==> src/rtl/prog_seq_pkg.sv <==
package prog_seq_pkg;
    localparam int PC_W    = 13;
    localparam int HOLD_W  = 5;
    localparam int LIT_W   = 11;
    localparam int DATA_W  = 8;
    localparam int DEPTH   = 8;
    localparam logic [PC_W-1:0] IRQ_VEC = 13'h0004;

    typedef logic [PC_W-1:0]   pc_t;
    typedef logic [HOLD_W-1:0] hold_t;
    typedef logic [LIT_W-1:0]  lit_t;
    typedef logic [DATA_W-1:0] data_t;

    typedef enum logic [2:0] {
        OP_HOLD, OP_STEP, OP_LOW, OP_JUMP, OP_CALL, OP_RET, OP_IRQ
    } pc_op_e;

    typedef struct packed {
        logic irq;
        logic call;
        logic jump;
        logic ret;
        logic low;
        logic step;
    } strobe_t;

    typedef struct packed {
        pc_t  nxt;
        logic push;
        logic pop;
        logic taken;
    } pc_ctl_t;

    function automatic pc_op_e pick_op(strobe_t s);
        if (s.irq)       return OP_IRQ;
        else if (s.call) return OP_CALL;
        else if (s.jump) return OP_JUMP;
        else if (s.ret)  return OP_RET;
        else if (s.low)  return OP_LOW;
        else if (s.step) return OP_STEP;
        return OP_HOLD;
    endfunction

    function automatic pc_t low_target(hold_t h, data_t d);
        return {h, d};
    endfunction

    function automatic pc_t lit_target(hold_t h, lit_t l);
        return {h[HOLD_W-1:HOLD_W-2], l};
    endfunction
endpackage

==> src/rtl/pc_next_sel.sv <==
module pc_next_sel
    import prog_seq_pkg::*;
(
    input  pc_op_e  op,
    input  pc_t     pc,
    input  data_t   alu_res,
    input  lit_t    lit,
    input  hold_t   hold_hi,
    input  pc_t     tos,
    output pc_ctl_t ctl
);
    always_comb begin
        ctl = '{nxt: pc, push: 1'b0, pop: 1'b0, taken: 1'b0};
        unique case (op)
            OP_STEP: ctl.nxt = pc + 1'b1;
            OP_LOW: begin
                ctl.nxt   = low_target(hold_hi, alu_res);
                ctl.taken = 1'b1;
            end
            OP_JUMP: begin
                ctl.nxt   = lit_target(hold_hi, lit);
                ctl.taken = 1'b1;
            end
            OP_CALL: begin
                ctl.nxt   = lit_target(hold_hi, lit);
                ctl.push  = 1'b1;
                ctl.taken = 1'b1;
            end
            OP_RET: begin
                ctl.nxt   = tos;
                ctl.pop   = 1'b1;
                ctl.taken = 1'b1;
            end
            OP_IRQ: begin
                ctl.nxt   = IRQ_VEC;
                ctl.push  = 1'b1;
                ctl.taken = 1'b1;
            end
            default: ctl.nxt = pc;
        endcase
    end
endmodule

==> src/rtl/ret_stack.sv <==
module ret_stack
    import prog_seq_pkg::*;
#(
    parameter int ENTRIES = DEPTH
) (
    input  logic clk,
    input  logic rst,
    input  logic push,
    input  logic pop,
    input  pc_t  push_val,
    output pc_t  tos
);
    localparam int PTR_W = (ENTRIES > 1) ? $clog2(ENTRIES) : 1;

    logic [PTR_W-1:0] sp;
    logic [PTR_W-1:0] below;
    pc_t              slot [ENTRIES];

    assign below = sp - 1'b1;
    assign tos   = slot[below];

    always_ff @(posedge clk) begin
        if (rst)       sp <= '0;
        else if (push) sp <= sp + 1'b1;
        else if (pop)  sp <= below;
    end

    for (genvar i = 0; i < ENTRIES; i++) begin : g_slot
        always_ff @(posedge clk) begin
            if (rst)
                slot[i] <= '0;
            else if (push && (sp == PTR_W'(i)))
                slot[i] <= push_val;
        end
    end
endmodule

==> src/rtl/prog_seq_unit.sv <==
module prog_seq_unit
    import prog_seq_pkg::*;
#(
    parameter int IMPL_BITS = 11
) (
    input  logic        clk,
    input  logic        rst,
    input  logic        step_en,
    input  logic        low_wr,
    input  logic        jump_en,
    input  logic        call_en,
    input  logic        ret_en,
    input  logic        irq_en,
    input  logic [7:0]  alu_res,
    input  logic [10:0] lit,
    input  logic [4:0]  hold_hi,
    output logic [12:0] fetch_addr,
    output logic        flush
);
    localparam int PAD_W = PC_W - IMPL_BITS;

    pc_t     pc;
    pc_t     tos;
    strobe_t strb;
    pc_op_e  op;
    pc_ctl_t ctl;

    assign strb = '{irq: irq_en, call: call_en, jump: jump_en,
                    ret: ret_en, low: low_wr, step: step_en};
    assign op   = pick_op(strb);

    pc_next_sel u_sel (
        .op      (op),
        .pc      (pc),
        .alu_res (alu_res),
        .lit     (lit),
        .hold_hi (hold_hi),
        .tos     (tos),
        .ctl     (ctl)
    );

    ret_stack #(.ENTRIES(DEPTH)) u_stack (
        .clk      (clk),
        .rst      (rst),
        .push     (ctl.push),
        .pop      (ctl.pop),
        .push_val (pc),
        .tos      (tos)
    );

    always_ff @(posedge clk) begin
        if (rst) begin
            pc    <= '0;
            flush <= 1'b0;
        end else begin
            pc    <= ctl.nxt;
            flush <= ctl.taken;
        end
    end

    if (PAD_W > 0) begin : g_trunc
        assign fetch_addr = {{PAD_W{1'b0}}, pc[IMPL_BITS-1:0]};
    end else begin : g_full
        assign fetch_addr = pc;
    end
endmodule

==> config.mk <==
export PLATFORM = sky130hd
export DESIGN_NAME = prog_seq_unit
export DESIGN_NICKNAME = d
export VERILOG_FILES = /design/src/rtl/prog_seq_pkg.sv /design/src/rtl/pc_next_sel.sv /design/src/rtl/ret_stack.sv /design/src/rtl/prog_seq_unit.sv
export SDC_FILE = /design/constraint.sdc
export NUM_CORES = 1
export LEC_CHECK = 0
export BUFFER_PORTS_ARGS = -buffer_cell sky130_fd_sc_hd__buf_2
export CAP_MARGIN = 20
export CORE_MARGIN = 2
export CORE_UTILIZATION = 55
export CTS_BUF_LIST = sky130_fd_sc_hd__clkbuf_4
export CTS_CLUSTER_SIZE = 16
export DETAILED_ROUTE_END_ITERATION = 8
export GPL_TIMING_DRIVEN = 0
export PLACE_DENSITY = 0.84
export SLEW_MARGIN = 20
export SYNTH_ARGS = -nofsm -noshare
export SYNTH_HDL_FRONTEND = slang
export SYNTH_SLANG_ARGS = --single-unit
==> constraint.sdc <==
create_clock -name clk -period 2.68 [get_ports clk]
set_clock_uncertainty 0.1 [all_clocks]
set_input_delay 0.134 -clock clk [delete_from_list [all_inputs] [get_ports clk]]
set_output_delay 0.134 -clock clk [all_outputs]
set_load 0.1 [all_outputs]
==> impl_metrics.yaml <==
global_routing:
  antenna_found_initial: 0
  grt_pass1_wl_mm: 20.79
  grt_pass1_vias: 3689
  grt-ovfl-total: 0
  grt.total_usage_pct: 27.57
  grt_max_degree: 19
critical_path:
  timing.critical_path.cells: "buf_6 > buf_12 > buf_12 > inv_1 > ha_1 > xor2_1 > nand3_1 > a41oi_1 > o221a_1"
  cp_slowest_stage_delay_ns: 0.47
  cp.required_ns: 2.99
  startpoint_type: "register"
  cp_common_cell: "buf_12"
  worstReg2RegEnd: "pc[5]"
  cp.arrival_ns: 2.88
  r2r_slack_ns: 0.12
  worst-r2r-cell-count: 9
  critical_path.max_fanout: 10
  r2r-start: "u_stack.sp[0]"
  cp_slowest_cell: "xor2_1"
  cp-end-kind: "register"
  critPathKind: "reg -> reg"
min_path:
  hold_path.startpoint: "alu_res[4]"
  holdPathEnd: "pc[4]"
  whs_path_depth: 3
  holdCritPathClass: "in -> reg"
clocking:
  clkTransAtPathRegs_ns: 0.17
  cts_root_buf: "clkbuf_4"
  htreeDepth: 3
  clk-insertion-delay-late_ns: 0.46
  clkSinkCount: 103
  cts_tree: "built"
  cts_setup_buffers: 0
  clockBufferDepth: 2
  cts-buffers-inserted: 9
power_and_ir_drop:
  p_per_area_mw_per_mm2: 574.7
  irDropWorstVdd_v: 0.0002870
  power_leakage_nw: 2.440
route:
  route.met3.wl_mm: 1.387
  via_per_inst: 6.394
  dr.pass1.iters: 5
  wl_met2_mm: 6.369
  drtIter0Drc: 580
  drt-met1-wl_mm: 5.445
  wl_per_cell_um: 22.79
  via_count: 3862
  antenna_left: 0
  top_layer: "met4"
  wirelength_mm: 13.77
  drc: 0
timing:
  finalCritPeriodShare_pct: 95.66
  hold_violations: 0
  report.final.slew_viol_count: 0
  fmax_mhz: 390.1
  worst_pin_slew_ns: 0.6121
  finalSetupViolCount: 0
  slew_headroom_pct: 59.19
  timing.hold.ws_ns: 0.01065
  post-route-min-period_ns: 2.564
synthesis:
  synth_seq_cells: 103
  synth_edf_count: 88
  yosysSeqAreaShare_pct: 55.51
  synth_top_area_share_pct: 49.85
  syn_area_per_cell_um2: 13.06
  synth_xor_area_share_pct: 1.487
  yosys_most_used_dff: "edfxtp_1"
  synthSimpleGateAreaFrac_pct: 19.45
  yosys.area.top_type: "edfxtp_1"
  synthTopCellsByArea: "edfxtp_1 50%, and3_1 7.1%, dfxtp_1 5.7%"
  synth_fa_ha_area_share_pct: 1.888
  muxShareOfSynthArea_pct: 10.05
  synth_cells: 406
  synth-compound-area-share_pct: 6.939
  synthArstFlopShare_pct: 0
  synth_warnings: 0
  ys_types: 55
  synth_top_family_by_area: "simple AND/OR/NAND/NOR gates"
  syn_area_mm2: 0.005301
placement:
  dpl-instance-area_mm2: 0.005672
  routabilityCongestion: 0.9467
  dp_hpwl_mm: 9.414
  port-buffer-count: 41
finish:
  layout_commonest_cell: "edfxtp_1"
  num_antenna_cells: 0
  design_area_mm2: 0.005963
  final_nets: 510
  drive_gt1_share_pct: 20.21
  final_cell_mix: "88 x edfxtp_1, 60 x and3_1, 42 x buf_2"
  syn_to_final_growth_pct: 12.49
outcome:
  status: "complete, no violations"
floorplan:
  floorplan.initialDensity_pct: 57.10
  rows: 35
  core_region_area_mm2: 0.009284
  fp.dieW_um: 102.2
  die_y_um: 102.2
  io_pins: 46
  die_area_mm2: 0.01044
flow_run:
  cap_violations: 0
-- worst max-delay path: cells and delay by family (launching register included) --
| family | cells | cell delay (ns) |
|---|---|---|
| simple gates | 1 | 0.21 |
| xor+xnor | 1 | 0.47 |
| compound gates | 2 | 0.52 |
| fa+ha+maj | 1 | 0.26 |
| buf+inv | 4 | 0.58 |
| flops | 1 | 0.39 |
-- metal layers --
| metal | vias up | global-route usage (%) |
|---|---|---|
| li1 | 1688 | - |
| met1 | 1870 | 37.19 |
| met2 | 263 | 43.67 |
| met3 | 41 | 6.019 |
| met4 | 0 | 11.90 |
| met5 | - | 0 |
-- worst max-delay path by stage --
stage	start	to
6_report	u_stack.sp[0]	pc[5]
3_5_place_dp	u_stack.sp[0]	pc[0]
4_1_cts	u_stack.sp[0]	u_stack.slot[2][6]
2_1_floorplan	pc[0]	pc[8]
3_3_place_gp	u_stack.sp[0]	pc[0]
5_1_grt	u_stack.sp[0]	u_stack.slot[6][2]
-- timing repair --
item                       in CTS  in global routing
setup endpoints to repair       9                 27
resized for setup               6                  4
hold endpoints to repair        8                  0
hold buffers                   11                  0
-- kinds of logic (layout without fill, tap and decap cells) --
kind of cell,after synthesis,after routing
adders and majority gates,8,8
other,1,2
xor gates and xnor gates,9,9
DFF,103,103
and+or+nand+nor,173,173
muxes,22,22
AOI/OAI and AO/OA,46,46
buffers and inverters,44,112
-- sequential cells by signal (all words and copies together) (netlist names) --
name and flops:
u_stack.slot 88, flush 1, pc 11, u_stack.sp 3
-- per-stage QoR --
step                      util, %  std cells  setup TNS (ns)  worst slack, ns  total power, W
final                       64.23        604               0           0.1164        0.003427
after global placement      61.09        577          -1.230          -0.2474        0.002560
after global routing        64.23        604      -0.0007983       -0.0007983        0.003539
after detailed placement    61.09        577          -1.581          -0.2884        0.002580
after CTS                   64.08        604               0          0.04326        0.003414
after floorplan                 -        407               0           0.2761        0.002364
-- layout make-up --
cell class / count / area [µm²]
Fill cell: 705 / 3321
Sequential cell: 103 / 2947
Multi-Input combinational cell: 260 / 2136
Timing Repair Buffer: 52 / 315.3
Buffer: 37 / 232.7
Tap cell: 129 / 161.4
Clock inverter: 7 / 77.57
Clock buffer: 9 / 67.56
Inverter: 7 / 26.28
-- cell usage after synthesis, types with 4 or more instances --
cell type and instances:
a211oi_1 5, and3_1 60, nor2b_1 4, xnor2_1 8, a41oi_1 4, and2_1 35, a22oi_1 6, nand3_1 13
mux4_1 10, o21ai_0 5, edfxtp_1 88, nand2_1 26, ha_1 8, nor2_1 9, inv_1 7, buf_6 4
nor3_1 6, clkbuf_1 24, mux4_2 12, dfxtp_1 15
-- power breakdown --
group | switching [W] | total, W | internal, W
combinational | 0.000450 | 0.000706 | 0.000256
sequential | 0.0000434 | 0.00188 | 0.00184
clock | 0.000542 | 0.000837 | 0.000295
Power figures use the tool's default switching activity.
